--- config.mk ---
export PLATFORM = sky130hd
export DESIGN_NAME = scan_tap_ctrl
export DESIGN_NICKNAME = d
export VERILOG_FILES = /design/src/rtl/scan_pkg.sv /design/src/rtl/scan_fsm.sv /design/src/rtl/scan_ir.sv /design/src/rtl/scan_dr.sv /design/src/rtl/scan_tap_ctrl.sv
export SDC_FILE = /design/constraint.sdc
export NUM_CORES = 1
export LEC_CHECK = 0
export BUFFER_PORTS_ARGS = -buffer_cell sky130_fd_sc_hd__buf_2
export CAP_MARGIN = 25
export CORE_MARGIN = 5
export CORE_UTILIZATION = 55
export CTS_CLUSTER_DIAMETER = 60
export DETAILED_ROUTE_END_ITERATION = 7
export GPL_ROUTABILITY_DRIVEN = 0
export PLACE_DENSITY = 0.72
export SYNTH_ARGS = -nofsm -noshare
export SYNTH_HDL_FRONTEND = slang
export SYNTH_SLANG_ARGS = --single-unit
--- constraint.sdc ---
create_clock -name tck -period 4.7 [get_ports tck]
set_clock_uncertainty 0.05 [all_clocks]
set_input_delay 0.705 -clock tck [delete_from_list [all_inputs] [get_ports tck]]
set_output_delay 0.705 -clock tck [all_outputs]
set_load 0.01 [all_outputs]
--- src/rtl/scan_pkg.sv ---
// Shared definitions for the test access port: controller states,
// instruction codes, data register selection and the transition function.
package scan_pkg;

    localparam int IR_W = 4;
    localparam int ID_W = 32;

    localparam logic [IR_W-1:0] OP_EXTEST = 4'b0000;
    localparam logic [IR_W-1:0] OP_IDCODE = 4'b0001;
    localparam logic [IR_W-1:0] OP_SAMPLE = 4'b0010;
    localparam logic [IR_W-1:0] OP_BYPASS = 4'b1111;

    typedef enum logic [3:0] {
        ST_TLR, ST_RTI,
        ST_SEL_DR, ST_CAP_DR, ST_SH_DR, ST_EX1_DR, ST_PA_DR, ST_EX2_DR, ST_UPD_DR,
        ST_SEL_IR, ST_CAP_IR, ST_SH_IR, ST_EX1_IR, ST_PA_IR, ST_EX2_IR, ST_UPD_IR
    } tap_state_e;

    typedef enum logic [1:0] {SEL_BSR, SEL_ID, SEL_BYP} dr_sel_e;

    // Next controller state for the current state and mode-select level.
    function automatic tap_state_e tap_next(tap_state_e cur, logic m);
        tap_state_e nxt;
        case (cur)
            ST_TLR:    nxt = m ? ST_TLR    : ST_RTI;
            ST_RTI:    nxt = m ? ST_SEL_DR : ST_RTI;
            ST_SEL_DR: nxt = m ? ST_SEL_IR : ST_CAP_DR;
            ST_CAP_DR: nxt = m ? ST_EX1_DR : ST_SH_DR;
            ST_SH_DR:  nxt = m ? ST_EX1_DR : ST_SH_DR;
            ST_EX1_DR: nxt = m ? ST_UPD_DR : ST_PA_DR;
            ST_PA_DR:  nxt = m ? ST_EX2_DR : ST_PA_DR;
            ST_EX2_DR: nxt = m ? ST_UPD_DR : ST_SH_DR;
            ST_UPD_DR: nxt = m ? ST_SEL_DR : ST_RTI;
            ST_SEL_IR: nxt = m ? ST_TLR    : ST_CAP_IR;
            ST_CAP_IR: nxt = m ? ST_EX1_IR : ST_SH_IR;
            ST_SH_IR:  nxt = m ? ST_EX1_IR : ST_SH_IR;
            ST_EX1_IR: nxt = m ? ST_UPD_IR : ST_PA_IR;
            ST_PA_IR:  nxt = m ? ST_EX2_IR : ST_PA_IR;
            ST_EX2_IR: nxt = m ? ST_UPD_IR : ST_SH_IR;
            ST_UPD_IR: nxt = m ? ST_SEL_DR : ST_RTI;
            default:   nxt = ST_TLR;
        endcase
        return nxt;
    endfunction

endpackage

--- src/rtl/scan_fsm.sv ---
// Sixteen-state controller. Advances on the rising test clock edge from
// the mode-select level alone and decodes per-state strobes for the
// instruction and data register paths.
// Assumes: rst_n is synchronous to tck.
module scan_fsm
    import scan_pkg::*;
(
    input  logic tck,
    input  logic rst_n,
    input  logic tms,
    output logic cap_dr,
    output logic sh_dr,
    output logic upd_dr,
    output logic cap_ir,
    output logic sh_ir,
    output logic upd_ir,
    output logic tlr
);

    tap_state_e state_q;
    logic [2:0] hi_run_q;

    // State register: reset forces Test-Logic-Reset.
    always_ff @(posedge tck) begin
        if (!rst_n) state_q <= ST_TLR;
        else        state_q <= tap_next(state_q, tms);
    end

    // Strobe decode for the register paths.
    always_comb begin
        cap_dr = (state_q == ST_CAP_DR);
        sh_dr  = (state_q == ST_SH_DR);
        upd_dr = (state_q == ST_UPD_DR);
        cap_ir = (state_q == ST_CAP_IR);
        sh_ir  = (state_q == ST_SH_IR);
        upd_ir = (state_q == ST_UPD_IR);
        tlr    = (state_q == ST_TLR);
    end

    // Run length of consecutive mode-select highs, saturating at five.
    always_ff @(posedge tck) begin
        if (!rst_n)         hi_run_q <= '0;
        else if (!tms)      hi_run_q <= '0;
        else if (hi_run_q != 3'd5) hi_run_q <= hi_run_q + 3'd1;
    end

    AST_FIVE_HIGH_RESET: assert property (@(posedge tck) disable iff (!rst_n)
        (hi_run_q == 3'd5) |-> (state_q == ST_TLR));
    AST_CAPTURE_TO_SHIFT: assert property (@(posedge tck) disable iff (!rst_n)
        (state_q == ST_CAP_DR && !tms) |=> (state_q == ST_SH_DR));
    AST_SELECT_IR_ESCAPE: assert property (@(posedge tck) disable iff (!rst_n)
        (state_q == ST_SEL_IR && tms) |=> (state_q == ST_TLR));

endmodule

--- src/rtl/scan_ir.sv ---
// Instruction register: a shift stage clocked on the rising edge and an
// active-instruction latch loaded on the falling edge in Update-IR.
// Assumes: strobes come from scan_fsm in the same clock domain.
module scan_ir
    import scan_pkg::*;
(
    input  logic            tck,
    input  logic            rst_n,
    input  logic            tlr,
    input  logic            cap_ir,
    input  logic            sh_ir,
    input  logic            upd_ir,
    input  logic            tdi,
    output logic [IR_W-1:0] ir_q,
    output logic            ir_lsb
);

    logic [IR_W-1:0] ir_sr;

    // Shift stage: fixed capture pattern, then serial shift towards tdo.
    always_ff @(posedge tck) begin
        if (!rst_n)      ir_sr <= '0;
        else if (cap_ir) ir_sr <= {{(IR_W-2){1'b0}}, 2'b01};
        else if (sh_ir)  ir_sr <= {tdi, ir_sr[IR_W-1:1]};
    end

    // Active instruction: identification on reset, committed on Update-IR.
    always_ff @(negedge tck) begin
        if (!rst_n || tlr) ir_q <= OP_IDCODE;
        else if (upd_ir)   ir_q <= ir_sr;
    end

    assign ir_lsb = ir_sr[0];

    AST_IR_HOLD: assert property (@(posedge tck) disable iff (!rst_n)
        !(upd_ir || tlr) |-> $stable(ir_q));
    AST_IR_CAPTURE_PATTERN: assert property (@(posedge tck) disable iff (!rst_n)
        cap_ir |=> (ir_sr[1:0] == 2'b01));

endmodule

--- src/rtl/scan_dr.sv ---
// Data registers: identification, bypass and boundary register with update
// latches. Only the register picked by the active instruction captures or
// shifts, and the boundary latches load on the falling edge in Update-DR.
// Assumes: ir_q is stable while the controller is in the data branch.
module scan_dr
    import scan_pkg::*;
#(
    parameter int              BSR_W    = 8,
    parameter logic [ID_W-1:0] ID_VALUE = 32'h2B7D_40A3
) (
    input  logic             tck,
    input  logic             rst_n,
    input  logic [IR_W-1:0]  ir_q,
    input  logic             cap_dr,
    input  logic             sh_dr,
    input  logic             upd_dr,
    input  logic             tdi,
    input  logic [BSR_W-1:0] pin_in,
    output logic             dr_lsb,
    output logic [BSR_W-1:0] bsr_out
);

    dr_sel_e          sel;
    logic [ID_W-1:0]  id_sr;
    logic             byp_q;
    logic [BSR_W-1:0] bsr_sr;
    logic [BSR_W-1:0] bsr_src;
    logic             bsr_on;

    // Instruction decode into the selected data register.
    always_comb begin
        case (ir_q)
            OP_EXTEST, OP_SAMPLE: sel = SEL_BSR;
            OP_IDCODE:            sel = SEL_ID;
            OP_BYPASS:            sel = SEL_BYP;
            default:              sel = SEL_BYP;
        endcase
    end

    assign bsr_on = (sel == SEL_BSR);

    // Identification register: loads the fixed code, then shifts.
    always_ff @(posedge tck) begin
        if (!rst_n)                        id_sr <= '0;
        else if (sel == SEL_ID && cap_dr)  id_sr <= ID_VALUE;
        else if (sel == SEL_ID && sh_dr)   id_sr <= {tdi, id_sr[ID_W-1:1]};
    end

    // Bypass stage: captures zero, then passes tdi through one stage.
    always_ff @(posedge tck) begin
        if (!rst_n)                        byp_q <= 1'b0;
        else if (sel == SEL_BYP && cap_dr) byp_q <= 1'b0;
        else if (sel == SEL_BYP && sh_dr)  byp_q <= tdi;
    end

    // Boundary cells: parallel capture from pins or serial shift.
    for (genvar i = 0; i < BSR_W; i++) begin : g_cell
        logic cell_q;
        if (i == BSR_W - 1) begin : g_top
            assign bsr_src[i] = tdi;
        end else begin : g_mid
            assign bsr_src[i] = bsr_sr[i+1];
        end
        // One boundary cell.
        always_ff @(posedge tck) begin
            if (!rst_n)                cell_q <= 1'b0;
            else if (bsr_on && cap_dr) cell_q <= pin_in[i];
            else if (bsr_on && sh_dr)  cell_q <= bsr_src[i];
        end
        assign bsr_sr[i] = cell_q;
    end

    // Update latches: falling-edge copy of the boundary shift path.
    always_ff @(negedge tck) begin
        if (!rst_n)                bsr_out <= '0;
        else if (upd_dr && bsr_on) bsr_out <= bsr_sr;
    end

    // Serial output of the selected register.
    always_comb begin
        case (sel)
            SEL_BSR: dr_lsb = bsr_sr[0];
            SEL_ID:  dr_lsb = id_sr[0];
            default: dr_lsb = byp_q;
        endcase
    end

    AST_ID_CAPTURE: assert property (@(posedge tck) disable iff (!rst_n)
        (cap_dr && sel == SEL_ID) |=> (id_sr == ID_VALUE));
    AST_BYPASS_ZERO: assert property (@(posedge tck) disable iff (!rst_n)
        (cap_dr && sel == SEL_BYP) |=> !byp_q);
    AST_BSR_CAPTURE: assert property (@(posedge tck) disable iff (!rst_n)
        (cap_dr && bsr_on) |=> (bsr_sr == $past(pin_in)));
    AST_BSR_LATCH_HOLD: assert property (@(posedge tck) disable iff (!rst_n)
        !upd_dr |-> $stable(bsr_out));

endmodule

--- src/rtl/scan_tap_ctrl.sv ---
// Top of the test access port. Joins the controller, instruction register
// and data registers, and retimes the serial output and its enable onto
// the falling clock edge.
// Assumes: rst_n is synchronous to tck; tdo_en drives an external tri-state.
module scan_tap_ctrl
    import scan_pkg::*;
#(
    parameter int              BSR_W    = 8,
    parameter logic [ID_W-1:0] ID_VALUE = 32'h2B7D_40A3
) (
    input  logic             tck,
    input  logic             rst_n,
    input  logic             tms,
    input  logic             tdi,
    input  logic [BSR_W-1:0] pin_in,
    output logic             tdo,
    output logic             tdo_en,
    output logic [IR_W-1:0]  ir_out,
    output logic             in_reset,
    output logic             extest_on,
    output logic [BSR_W-1:0] bsr_out
);

    logic cap_dr, sh_dr, upd_dr, cap_ir, sh_ir, upd_ir, tlr;
    logic ir_lsb, dr_lsb;

    scan_fsm u_fsm (
        .tck    (tck),
        .rst_n  (rst_n),
        .tms    (tms),
        .cap_dr (cap_dr),
        .sh_dr  (sh_dr),
        .upd_dr (upd_dr),
        .cap_ir (cap_ir),
        .sh_ir  (sh_ir),
        .upd_ir (upd_ir),
        .tlr    (tlr)
    );

    scan_ir u_ir (
        .tck    (tck),
        .rst_n  (rst_n),
        .tlr    (tlr),
        .cap_ir (cap_ir),
        .sh_ir  (sh_ir),
        .upd_ir (upd_ir),
        .tdi    (tdi),
        .ir_q   (ir_out),
        .ir_lsb (ir_lsb)
    );

    scan_dr #(
        .BSR_W    (BSR_W),
        .ID_VALUE (ID_VALUE)
    ) u_dr (
        .tck     (tck),
        .rst_n   (rst_n),
        .ir_q    (ir_out),
        .cap_dr  (cap_dr),
        .sh_dr   (sh_dr),
        .upd_dr  (upd_dr),
        .tdi     (tdi),
        .pin_in  (pin_in),
        .dr_lsb  (dr_lsb),
        .bsr_out (bsr_out)
    );

    // Serial output retimed to the falling edge, driven only while shifting.
    always_ff @(negedge tck) begin
        if (!rst_n) begin
            tdo    <= 1'b0;
            tdo_en <= 1'b0;
        end else begin
            tdo_en <= sh_dr || sh_ir;
            tdo    <= sh_ir ? ir_lsb : (sh_dr ? dr_lsb : 1'b0);
        end
    end

    assign in_reset  = tlr;
    assign extest_on = (ir_out == OP_EXTEST);

    AST_TDO_EN_SHIFT_ONLY: assert property (@(posedge tck) disable iff (!rst_n)
        tdo_en |-> (sh_dr || sh_ir));
    AST_TDO_QUIET: assert property (@(posedge tck) disable iff (!rst_n)
        !tdo_en |-> !tdo);

endmodule

==> results by group <==
Drt
  – Initial detailed-routing violation count: 256
  – Post-route DRC violation count: 0
  – Detailed-route via count: approximately 2,700
  – Number of nets with antenna violations after detailed routing: 0
  – Count of TritonRoute iterations in the first routing pass: 4
  – Routed length per placed instance: 15.3 um
  – Mean number of vias per cell: roughly 6.1
  – Wirelength, routed: 6680 um

Layout
  – Final-stage net count: 374
  – Number of fillers in the final layout: between 400 and 500
  – Count of inserted antenna diode cells: 0
  – Area growth from synthesis to final layout: 12.4%
  – Proportion of layout cells with a drive suffix above 1: 18.0%

Logic synthesis
  – Dominant cells by area after synthesis: dfxtp_1 42%, a21oi_1 5.2%, a211oi_1 4.8%, nand3_1 4.5%, o21a_1 4.5%
  – Synth Area per Inst: between 8 and 9 sq um
  – Count of yosys warnings during synthesis: 0
  – Flip-flop and latch count after synthesis: 63
  – Share of async-settable or async-resettable flops after synthesis: 0%
  – Distinct cells, synth: 49
  – Cell taking the most area after synthesis: dfxtp_1
  – Commonest cells post-synth: 63 x dfxtp_1, 31 x a21oi_1, 27 x nand3_1
  – Share of Yosys cell area claimed by the top area cell type: 42.1%
  – Synthesized netlist cell count: 336
  – Number of enable flip-flop cells after synthesis: 0
  – Sequential element share of the synthesized area: 42.1%
  – Area of the mapped netlist: 0.00300 sq mm
  – Post-synth net total: roughly 350
  – Top-count cell post-synth: dfxtp_1
  – Predominant post-synthesis flop cell: dfxtp_1

Worst setup path
  – WP data required: a little under 4000 ps
  – Maximum fanout along the worst path: 10
  – CP Data Arrival Time: 3800 ps
  – Kind of start point of the critical path: flip-flop
  – Crit path kind: flip-flop to primary output
  – Critical Path End Type: primary output

GRT
  – Number of global-route vias before repair: between 2,000 and 2,500
  – Initial antenna violation count: 0
  – Total GRT Usage: between 10% and 20%
  – First-pass GRT wire length: about 12,000 um
  – Final global-route overflow total: 0
  – Largest net degree at the start of global routing: 34

Power and ir drop
  – Leak Pwr: 1.24 nW
  – Power per cell area: 343 mW/mm^2
  – Worst IR drop on VDD: about 220 uV

Die
  – Effective utilization at floorplan: 57.5%
  – Overall die height: 83.8 um
  – Core area: 0.00520 sq mm
  – I/O Pins: 28
  – Number of placement rows: 26
  – Die Wd: 83.8 um
  – Die area: 0.00702 sq mm

STA
  – Setup repair after global routing missed its margin: false
  – Relative slew slack: 51.3%
  – Final setup slack of the worst path: roughly 140 ps
  – Hold violation count in the final report: 0
  – Number of endpoints failing setup at the final stage: 0
  – Least-Margin Pin Slew: 725 ps
  – Max-slew violations: 0
  – Final-layout setup total negative slack: 0 ps

Clock network
  – Clock latency of the later-clocked register in the worst-skew pair: 370 ps
  – Num CTS Buffers: 9
  – Number of H-tree branching levels: 3
  – CTS max path bufs: 2
  – Clock tree from TritonCTS: yes
  – Total number of clock tree sinks: 63
  – Clock-pin transition on the worst setup and hold timing paths: approximately 30 ps
  – CTS hold repair buffers: 0
  – Root buf cell: clkbuf_8

Placed design
  – Port-buffer cells: 27
  – Detailed Place HPWL: 4190 um
  – Worst setup slack before clock tree synthesis: 432 ps

Flow run
  – Number of max-capacitance violations reported: 0

Outcome
  – Run status: completed

Hold path
  – Worst hold path type: flip-flop to flip-flop
==> stage by stage <==
step / utilization [%] / instances / power [mW] / cell area, sq um / hold slack, ps
final: 64.7 / 437 / 1.16 / 3370 / 419
after global placement: 59.7 / 408 / 0.657 / 3110 / 400
after global routing: 64.7 / 437 / 1.21 / 3370 / 440
after CTS: 64.6 / 437 / 1.17 / 3360 / 422
after detailed placement: 59.7 / 408 / 0.659 / 3110 / 414
after floorplan: - / 336 / 0.640 / 3000 / 388
==> flip-flops by register name, indices dropped and copies added, names as in the netlist <==
| name | flops |
|---|---|
| tdo_en | 1 |
| u_ir.ir_sr | 4 |
| tdo | 1 |
| u_dr.bsr_out | 8 |
| u_dr.id_sr | 32 |
| u_dr.g_cell.cell_q | 8 |
| u_fsm.state_q | 4 |
| u_dr.byp_q | 1 |
| u_ir.ir_q | 4 |
==> kinds of logic after synthesis <==
| group | Yosys count | synth area share (%) |
|---|---|---|
| buffers and inverters | 41 | 7.10 |
| and+or+nand+nor | 85 | 16.8 |
| DFF | 63 | 42.1 |
| AOI/OAI and AO/OA | 143 | 32.7 |
| muxes | 4 | 1.34 |
==> cell usage in the layout, fill, tap and decap left out, drive strengths merged, types with 2 or more instances in the layout <==
cell,netlist,layout
bufinv,0,2
nand2,23,23
nor4,2,2
dfxtp,63,63
o21ai,30,30
o22ai,8,8
nand2b,3,3
a22oi,8,8
clkinvlp,0,4
a21oi,32,32
a211oi,19,19
nor4b,6,6
nand3,27,27
buf,23,38
a211o,3,3
a31oi,2,2
and3b,2,2
clkbuf,13,9
nor2,9,9
o32ai,2,2
o21a,18,18
or4b,3,3
and2,2,2
mux2i,4,4
inv,4,18
o221a,15,15
==> critical path, cell delays in order, from the launching register on <==
cell	delay, ps
dfxtp_1	390
or3_4	470
nor2_1	90
buf_2	130
==> area by class of cell <==
class                      instances  area, sq um  share of cell area (%)
clock inverter                    21          134                    3.98
clock buffer                       9          124                    3.68
timing repair buffer              38          218                    6.47
sequential                        63         1260                    37.5
inverter                           4         15.0                   0.446
tap                               70         87.6                    2.60
multi-input combinational        232         1530                    45.4
==> report_power, final <==
part	switching [mW]	internal, mW	total [mW]
logic	0.0409	0.0297	0.0706
registers	0.0131	0.545	0.558
clock network	0.242	0.285	0.527
==> per-layer routing <==
| metal | up-vias | part of all wire [%] | global-route usage (%) |
|---|---|---|---|
| li1 | 1324 | - | - |
| met1 | 1280 | 50 | 29.0 |
| met2 | 56 | 44 | 27.6 |
| met3 | 10 | 4.3 | 4.54 |
| met4 | 0 | 1.8 | 9.50 |
| met5 | - | 0 | 0 |
==> final timing paths <==
| check | to | slack, ps | depth (start not counted) | startpoint |
|---|---|---|---|---|
| worst min register to register | u_dr.bsr_out[3] | 420 | 2 | u_dr.bsr_out[3] |
| worst max register to register | u_dr.id_sr[26] | 600 | 5 | u_ir.ir_q[2] |
| worst max-delay path | extest_on | 140 | 3 | u_ir.ir_q[0] |
| worst min-delay path | u_dr.bsr_out[3] | 420 | 2 | u_dr.bsr_out[3] |
==> timing repair <==
action,4_1_cts,5_1_grt
setup buffers,0,0
resized for setup,0,1
endpoints found under the setup margin,0,1
(Power assumes the default switching activity.)
